`config.mk`:
```
export PLATFORM = sky130hd
export DESIGN_NAME = atten_prog_master
export DESIGN_NICKNAME = d
export VERILOG_FILES = /design/src/rtl/atten_prog_pkg.sv /design/src/rtl/atten_span_timer.sv /design/src/rtl/atten_bit_shifter.sv /design/src/rtl/atten_prog_master.sv
export SDC_FILE = /design/constraint.sdc
export NUM_CORES = 1
export LEC_CHECK = 0
export ABC_AREA = 1
export BUFFER_PORTS_ARGS = -buffer_cell sky130_fd_sc_hd__buf_2
export CAP_MARGIN = 10
export CORE_ASPECT_RATIO = 0.6
export CORE_MARGIN = 1
export CORE_UTILIZATION = 30
export DETAILED_ROUTE_END_ITERATION = 16
export MAX_ROUTING_LAYER = met4
export PLACE_DENSITY = 0.49
export SLEW_MARGIN = 0
export SYNTH_ARGS = -nofsm -noshare
export SYNTH_HDL_FRONTEND = slang
export SYNTH_SLANG_ARGS = --single-unit
```
`constraint.sdc`:
```
create_clock -name clk -period 3.34 [get_ports clk]
set_input_delay 0.668 -clock clk [delete_from_list [all_inputs] [get_ports clk]]
set_output_delay 0.668 -clock clk [all_outputs]
set_load 0.01 [all_outputs]
```
`src/rtl/atten_prog_pkg.sv`:
```
package atten_prog_pkg;

   typedef enum logic [2:0] {
      ST_IDLE,
      ST_SLOW,
      ST_SHIGH,
      ST_LESU,
      ST_LEHI,
      ST_PSU,
      ST_PHOLD,
      ST_GAP
   } prog_st_t;

   // minimum time in ns -> whole clock cycles, rounded up, at least one
   function automatic int cyc_of(input int t_ns, input int per_ns);
      int c;
      c = (t_ns + per_ns - 1) / per_ns;
      if (c < 1) c = 1;
      return c;
   endfunction

   function automatic int imax(input int a, input int b);
      return (a > b) ? a : b;
   endfunction

endpackage

```
`src/rtl/atten_span_timer.sv`:
```
module atten_span_timer #(
   parameter int W = 11
) (
   input  logic         clk,
   input  logic         rst_n,
   input  logic         load,
   input  logic [W-1:0] load_val,
   output logic         expired
);
   logic [W-1:0] cnt;

   always_ff @(posedge clk) begin
      if (!rst_n)              cnt <= '0;
      else if (load)           cnt <= load_val;
      else if (cnt != '0)      cnt <= cnt - 1'b1;
   end

   assign expired = (cnt == '0);
endmodule

```
`src/rtl/atten_bit_shifter.sv`:
```
module atten_bit_shifter #(
   parameter int W = 6
) (
   input  logic         clk,
   input  logic         rst_n,
   input  logic         load,
   input  logic [W-1:0] code,
   input  logic         shift,
   output logic         bit_out,
   output logic         last
);
   localparam int CW = (W > 1) ? $clog2(W) : 1;

   logic [W-1:0]  sreg;
   logic [CW-1:0] left;

   always_ff @(posedge clk) begin
      if (!rst_n) begin
         sreg <= '0;
         left <= '0;
      end else if (load) begin
         sreg <= code;
         left <= CW'(W - 1);
      end else if (shift) begin
         sreg <= {sreg[W-2:0], 1'b0};
         left <= left - 1'b1;
      end
   end

   assign bit_out = sreg[W-1];
   assign last    = (left == '0);
endmodule

```
`src/rtl/atten_prog_master.sv`:
```
module atten_prog_master
   import atten_prog_pkg::*;
#(
   parameter int CODE_W          = 6,
   parameter int CLK_PERIOD_NS   = 20,
   parameter int SCLK_HI_NS      = 30,
   parameter int SCLK_LO_NS      = 30,
   parameter int SCLK_PERIOD_NS  = 100,
   parameter int SDATA_SETUP_NS  = 10,
   parameter int SDATA_HOLD_NS   = 10,
   parameter int LE_AFTER_CLK_NS = 10,
   parameter int SER_LE_PW_NS    = 30,
   parameter int PAR_SETUP_NS    = 10,
   parameter int PAR_LE_PW_NS    = 10,
   parameter int PAR_HOLD_NS     = 10,
   parameter int UPDATE_GAP_NS   = 40000,
   parameter bit HAS_PARALLEL    = 1'b1
) (
   input  logic              clk,
   input  logic              rst_n,
   input  logic              req_valid,
   input  logic [CODE_W-1:0] req_code,
   input  logic              cfg_parallel,
   input  logic              cfg_gap_en,
   output logic              req_ready,
   output logic              ser_clk,
   output logic              ser_data,
   output logic              latch_en,
   output logic [CODE_W-1:0] par_bus
);
   localparam int P      = CLK_PERIOD_NS;
   localparam int HI_C   = imax(cyc_of(SCLK_HI_NS, P), cyc_of(SDATA_HOLD_NS, P));
   localparam int LO_C   = imax(imax(cyc_of(SCLK_LO_NS, P), cyc_of(SDATA_SETUP_NS, P)),
                                cyc_of(SCLK_PERIOD_NS, P) - HI_C);
   localparam int LESU_C = cyc_of(LE_AFTER_CLK_NS, P);
   localparam int SLE_C  = cyc_of(SER_LE_PW_NS, P);
   localparam int PSU_C  = cyc_of(PAR_SETUP_NS, P);
   localparam int PLE_C  = cyc_of(PAR_LE_PW_NS, P);
   localparam int PHD_C  = cyc_of(PAR_HOLD_NS, P);
   localparam int GAP_C  = cyc_of(UPDATE_GAP_NS, P);
   localparam int MAX_C  = imax(imax(imax(HI_C, LO_C), imax(LESU_C, SLE_C)),
                                imax(imax(PSU_C, PLE_C), imax(PHD_C, GAP_C)));
   localparam int TW     = imax(1, $clog2(MAX_C));

   if (CODE_W < 2) begin : g_bad_width
      $error("CODE_W must be at least 2");
   end
   if (CLK_PERIOD_NS < 1) begin : g_bad_period
      $error("CLK_PERIOD_NS must be positive");
   end

   prog_st_t      st, st_n;
   logic          accept, par_eff;
   logic          mode_par_q, gap_q;
   logic          t_load, t_exp;
   logic [TW-1:0] t_val;
   logic          sh_load, sh_shift, sh_last;
   logic          sclk_q, le_q;

   assign req_ready = (st == ST_IDLE);
   assign accept    = req_valid && req_ready;
   assign sh_load   = accept && !par_eff;

   if (HAS_PARALLEL) begin : g_par
      logic [CODE_W-1:0] bus_q;
      assign par_eff = cfg_parallel;
      always_ff @(posedge clk) begin
         if (!rst_n)                 bus_q <= '0;
         else if (accept && par_eff) bus_q <= req_code;
      end
      assign par_bus = bus_q;
   end else begin : g_ser_only
      assign par_eff = 1'b0;
      assign par_bus = '0;
   end

   always_comb begin
      st_n     = st;
      t_load   = 1'b0;
      t_val    = '0;
      sh_shift = 1'b0;
      unique case (st)
         ST_IDLE: if (accept) begin
            t_load = 1'b1;
            if (par_eff) begin st_n = ST_PSU;  t_val = TW'(PSU_C - 1); end
            else         begin st_n = ST_SLOW; t_val = TW'(LO_C - 1);  end
         end
         ST_SLOW: if (t_exp) begin
            st_n = ST_SHIGH; t_load = 1'b1; t_val = TW'(HI_C - 1);
         end
         ST_SHIGH: if (t_exp) begin
            t_load = 1'b1;
            if (sh_last) begin st_n = ST_LESU; t_val = TW'(LESU_C - 1); end
            else begin
               st_n = ST_SLOW; t_val = TW'(LO_C - 1); sh_shift = 1'b1;
            end
         end
         ST_LESU: if (t_exp) begin
            st_n = ST_LEHI; t_load = 1'b1; t_val = TW'(SLE_C - 1);
         end
         ST_PSU: if (t_exp) begin
            st_n = ST_LEHI; t_load = 1'b1; t_val = TW'(PLE_C - 1);
         end
         ST_LEHI: if (t_exp) begin
            if (mode_par_q) begin
               st_n = ST_PHOLD; t_load = 1'b1; t_val = TW'(PHD_C - 1);
            end else if (gap_q) begin
               st_n = ST_GAP; t_load = 1'b1; t_val = TW'(GAP_C - 1);
            end else st_n = ST_IDLE;
         end
         ST_PHOLD: if (t_exp) begin
            if (gap_q) begin
               st_n = ST_GAP; t_load = 1'b1; t_val = TW'(GAP_C - 1);
            end else st_n = ST_IDLE;
         end
         ST_GAP: if (t_exp) st_n = ST_IDLE;
         default: st_n = ST_IDLE;
      endcase
   end

   always_ff @(posedge clk) begin
      if (!rst_n) begin
         st         <= ST_IDLE;
         mode_par_q <= 1'b0;
         gap_q      <= 1'b0;
         sclk_q     <= 1'b0;
         le_q       <= 1'b0;
      end else begin
         st     <= st_n;
         sclk_q <= (st_n == ST_SHIGH);
         le_q   <= (st_n == ST_LEHI);
         if (accept) begin
            mode_par_q <= par_eff;
            gap_q      <= cfg_gap_en;
         end
      end
   end

   atten_span_timer #(.W(TW)) u_timer (
      .clk      (clk),
      .rst_n    (rst_n),
      .load     (t_load),
      .load_val (t_val),
      .expired  (t_exp)
   );

   atten_bit_shifter #(.W(CODE_W)) u_shift (
      .clk     (clk),
      .rst_n   (rst_n),
      .load    (sh_load),
      .code    (req_code),
      .shift   (sh_shift),
      .bit_out (ser_data),
      .last    (sh_last)
   );

   assign ser_clk  = sclk_q;
   assign latch_en = le_q;
endmodule

```
==> results of run 1 <==
## stage by stage
step | util (%) | std cells | setup slack [ns] | hold WS (ns) | area, sq um
finish | 36.6 | 357 | 1.45 | 0.471 | 2050
detailed placement | 34.5 | 349 | 1.42 | 0.466 | 1930
global route | 36.6 | 357 | 1.25 | 0.491 | 2050
floorplan | - | 251 | 1.72 | 0.439 | 1750
global placement | 34.5 | 349 | 1.33 | 0.453 | 1930
CTS | 36.6 | 357 | 1.46 | 0.474 | 2050
## placed cells by master (no fill, tap or decap), types with 3 or more instances in the layout
master and instances:
nand2_1 47, nor2_1 34, dfxtp_1 33, inv_1 29, o21ai_0 25, buf_2 20
nand3_1 17, a21oi_1 13, nor2_2 7, nor3_1 7, clkbuf_8 6, inv_2 5
nand2_4 4, xor2_1 3, ha_1 3
## logic make-up (layout without fill, tap and decap cells)
logic type	Yosys count	in the layout	synth area share [%]
AOI/OAI and AO/OA	46	46	14.1
xor gates and xnor gates	5	5	2.50
adders and majority gates	3	3	2.14
buffers and inverters	39	65	9.43
DFF	33	33	37.7
and+or+nand+nor	125	125	34.1
## synth_stat cells (2+ instances only)
| master | n | share of area, % |
|---|---|---|
| a21oi_1 | 13 | 3.7 |
| inv_2 | 5 | 1.1 |
| o21ai_0 | 25 | 7.1 |
| nand3_4 | 2 | 2.0 |
| xor2_1 | 3 | 1.5 |
| xnor2_1 | 2 | 1.0 |
| o21ai_2 | 2 | 1.0 |
| a31oi_1 | 2 | 0.71 |
| nand3_1 | 17 | 4.9 |
| nor2_1 | 34 | 7.3 |
| nor4_1 | 2 | 0.71 |
| dfxtp_1 | 33 | 38 |
| nand2_2 | 2 | 0.71 |
| ha_1 | 3 | 2.1 |
| nand2_1 | 47 | 10 |
| nand4_1 | 2 | 0.71 |
| nor2_2 | 7 | 2.5 |
| nand2_4 | 4 | 2.6 |
| nor3_1 | 7 | 2.0 |
| inv_1 | 29 | 6.2 |
| o31ai_1 | 2 | 0.86 |
## registers in the layout, summed over array words and instances, names as in the netlist
register,count
u_timer.cnt,11
st,3
gap_q,1
mode_par_q,1
ser_clk,1
u_shift.sreg,6
par_bus,6
u_shift.left,3
latch_en,1
## per-layer routing
layer / track usage [%] / up-vias
met3: 4.43 / 2
met1: 24.8 / 687
li1: - / 862
met4: 6.21 / 0
met2: 18.4 / 54
met5: - / -
## layout make-up
class                           count  area, sq um  area share (%)
Tap cell                           80          100            4.88
Inverter                           37          146            7.14
Sequential cell                    33          661            32.2
Clock inverter                      1         30.0            1.47
Timing Repair Buffer               20          100            4.88
Clock buffer                        7         86.3            4.21
Multi-Input combinational cell    179          926            45.2
## path summary, 6_finish.rpt
kind | from | cells past startpoint | slack [ns] | endpoint
worst max-delay path | u_timer.cnt[1]$_SDFFE_PN0P_ | 12 | 1.45 | u_timer.cnt[1]$_SDFFE_PN0P_
worst min-delay path | u_shift.sreg[0]$_SDFFE_PN0P_ | 2 | 0.47 | u_shift.sreg[0]$_SDFFE_PN0P_
worst max register to register | u_timer.cnt[1]$_SDFFE_PN0P_ | 12 | 1.45 | u_timer.cnt[1]$_SDFFE_PN0P_
worst min register to register | u_shift.sreg[0]$_SDFFE_PN0P_ | 2 | 0.47 | u_shift.sreg[0]$_SDFFE_PN0P_
## report_power, final
part / leakage, nW / internal [mW] / switching, mW
clock network: 0.0585 / 0.243 / 0.160
logic: 0.631 / 0.268 / 0.533
registers: 0.271 / 0.478 / 0.0636
## worst max-delay path, cell delays in order, from the launching register on
cell and delay [ns]:
dfxtp_1 0.35, inv_1 0.05, ha_1 0.21, nand2_1 0.11, nor2_2 0.06, nand3_4 0.16, inv_4 0.09, nand2_4 0.07
nand2_4 0.06, nor2_2 0.24, clkinv_4 0.13, o21ai_0 0.18, nor2_1 0.06
==> flow_summary.ini, run 1 <==
[status]
outcome = finished, final reports clean

[clocking]
cts_buffer_depth = 2
cts_buffers = 5
cts_root_buffer = clkbuf_8
cts_resized = 0
cts_setup_buffers = 0
cts_tree = yes
htree_levels = 2
hold_buffers = 0
clkSinkCount = 33
path_clk_slew_ns = 0.07
worst_skew_pair.late_latency_ns = 0.29

[floorplanning]
row_count = 21
die_y_um = 61.2
die_area_sq_um = 6160
core-area_sq_um = 5600
start_util_pct = 31.3
die_w_um = 101
io_pins = 21

[routing]
wl_met2_mm = 1.46
dr_wl_met3_um = 338
wl_per_cell_um = 11.9
drc = 0
top_layer = met4
detail-route-antenna-nets = 0
drtIter0Drc = 98
via_per_inst = 4.50
drt-met1-wl_mm = 2.44
num_vias = 1605
drtPass1Iterations = 4
drt_wl_total_mm = 4.26

[critical_path]
path_max_fanout = 9
cp.arrival_ns = 2.07
start_kind = flip-flop
critical_path_class = flip-flop to flip-flop
endpoint_kind = flip-flop
crit_required_ns = 3.52

[timing]
tightest_slew_ns = 0.414
fin_setup_tns_ns = 0
period_minus_slack_ns = 1.89
final-setup-viol-count = 0
fin_worst_skew_ns = 0.00867
rsz0062_at_grt = false
period_share_pct = 56.7
slew_headroom_pct = 72.4
max_freq_mhz = 528
drv_slew = 0
hold_violations = 0

[synth]
ys_seq_area_share_pct = 37.7
synth.yosys.warnings = 0
syn_avg_cell_area_sq_um = 6.98
ys.flop_type = dfxtp_1
synthCells = 251
synthArstFlopShare_pct = 0
synth_nets = 265
ys_seq_elements = 33
ys_types = 29
synth_edf_count = 0
syn-cell-area_sq_um = 1750

[cells_and_area]
drive_gt1_share_pct = 18.8
n_fill_cell = 587
n_antenna_cell = 0
syn_to_final_growth_pct = 17.0
nets = 290

[placed_design]
numPortBuffers = 20
hpwlAfterDp_mm = 3.17
place.gp.congestion = 0.935

[job]
max_cap_violations = 0

[global_route]
grt_overflow = 0
grt_pass1_wl_mm = 6.99
grt_max_degree = 18
grt_pass1_vias = 1374
grt_use_total_pct = 16.1
antenna_found_initial = 0

[power]
leakage_nw = 0.961
total_power_mw = 1.75
vdd.ir_drop.worst_v = 0.000266
power_density_nw_per_um2 = 852

[min_path]
worst_hold_path_type = flip-flop to flip-flop
No activity file was read; power rests on OpenSTA's default activity.
==> inputs of run 2 (changes only) <==
==> constraint.sdc (replaced) <==
create_clock -name clk -period 2 [get_ports clk]
set_input_delay 0.4 -clock clk [delete_from_list [all_inputs] [get_ports clk]]
set_output_delay 0.4 -clock clk [all_outputs]
set_load 0.01 [all_outputs]
==> flow_summary.ini, run 2 (synthesis results as in run 1) <==
[status]
outcome = finished, final reports clean

[floorplanning]
die_area_sq_um = 6160
io_pins = 21
start_util_pct = 31.3
die_w_um = 101
row_count = 21
core-area_sq_um = 5600
die_y_um = 61.2

[placed_design]
place.gp.congestion = 0.804
dpl.cell_count = 351
placed_area_sq_um = 1950
numPortBuffers = 20
hpwlAfterDp_mm = 3.26

[cells_and_area]
layout_common_cells = nand2_1, nor2_1, dfxtp_1
syn_to_final_growth_pct = 19.9
design_area_sq_um = 2100
layout_commonest_cell = nand2_1
largest_register_ffs = 11
nets = 296
stdcell_count = 363
n_antenna_cell = 0
post-route-util_pct = 37.5
regMostFlops = u_timer.cnt
drive_gt1_share_pct = 21.6

[timing]
period_share_pct = 92.3
fin_setup_tns_ns = 0
slew_headroom_pct = 72.0
hold_violations = 0
rsz0062_at_grt = false
drv_slew = 0
fin_worst_skew_ns = 0.00961
tightest_slew_ns = 0.419
period_minus_slack_ns = 1.85
holdWs_ns = 0.367
max_freq_mhz = 542
final-setup-viol-count = 0

[routing]
drtIter0Drc = 152
drtPass1Iterations = 4
wl_per_cell_um = 11.9
drt_wl_total_mm = 4.31
detail-route-antenna-nets = 0
via_per_inst = 4.48
drc = 0
num_vias = 1627

[global_route]
grt_use_total_pct = 16.9
grt_pass1_vias = 1523
grt_overflow = 0
grt_max_degree = 17
grt_pass1_wl_mm = 7.51
antenna_found_initial = 0

[clocking]
path_clk_slew_ns = 0.07
htree_levels = 2
worst_skew_pair.late_latency_ns = 0.28
cts_root_buffer = clkbuf_8
clkSinkCount = 33
cts_buffer_depth = 2
cts_tree = yes
cts_buffers = 5

[critical_path]
critical_path_class = flip-flop to flip-flop
endpoint_kind = flip-flop
start_kind = flip-flop
crit_required_ns = 2.15
path_max_fanout = 9
cp.arrival_ns = 1.99

[power]
p_int_mw = 1.65
power_switching_mw = 1.30
sequentialPowerShare_pct = 31.0
vdd.ir_drop.worst_v = 0.000384
p_clk_share_pct = 18.9
p_comb_share_pct = 50.1
power_density_nw_per_um2 = 1400
switching_share_pct = 44.1
leakage_nw = 0.982

[job]
max_cap_violations = 0

[min_path]
worst_hold_path_type = input port to flip-flop
run 2: routing by layer:
layer  GRT usage [%]  vias up  wire (um)
met5               -        -          0
li1                -      873          -
met2            21.0       45       1490
met3            5.56        4        322
met1            25.2      705       2460
met4            3.93        0         33
run 2: area by class of cell:
| type | instances | area [sq um] |
|---|---|---|
| Clock buffer | 7 | 96.3 |
| Fill cell | 590 | 3500 |
| Multi-Input combinational cell | 179 | 938 |
| Timing Repair Buffer | 26 | 145 |
| Clock inverter | 1 | 5.00 |
| Tap cell | 80 | 100 |
| Inverter | 37 | 155 |
| Sequential cell | 33 | 661 |
run 2: worst paths after layout:
| check | startpoint | endpoint | slack, ns | depth (start not counted) |
|---|---|---|---|---|
| max reg2reg | u_timer.cnt[0]$_SDFFE_PN0P_ | u_timer.cnt[7]$_SDFFE_PN0P_ | 0.15 | 12 |
| min | req_code[4] | par_bus[4]$_SDFFE_PN0P_ | 0.37 | 3 |
| max | u_timer.cnt[0]$_SDFFE_PN0P_ | u_timer.cnt[7]$_SDFFE_PN0P_ | 0.15 | 12 |
| min reg2reg | u_shift.sreg[0]$_SDFFE_PN0P_ | u_shift.sreg[0]$_SDFFE_PN0P_ | 0.47 | 2 |
run 2: worst max-delay path, stage by stage, from the launching register on:
cell and delay (ns):
dfxtp_1 0.30, inv_1 0.10, ha_2 0.20, nand2_1 0.11
nor2_4 0.14, nand3_4 0.14, inv_8 0.12, nand2_4 0.05
nand2_4 0.11, clkinvlp_4 0.15, buf_4 0.17, nand2_1 0.05
a31oi_1 0.07
run 2: power groups by stage:
stage	registers (mW)	clock network [mW]	logic (mW)
CTS	0.909	0.576	1.34
detailed placement	0.921	0	1.33
global route	0.934	0.608	1.67
floorplan	0.909	0	1.04
global placement	0.929	0	1.36
finish	0.914	0.558	1.48
run 2: what timing repair did:
item                                    in CTS  in global routing
hold buffers                                 0                  0
resized for setup                            0                  6
buffers inserted                             0                  4
endpoints found under the setup margin       0                  6
run 2: through the flow:
step	setup WS [ns]	power (mW)
after floorplan	0.383	1.95
after global placement	0.190	2.29
after detailed placement	0.131	2.25
after CTS	0.118	2.83
after global routing	0.00405	3.21
final	0.154	2.95
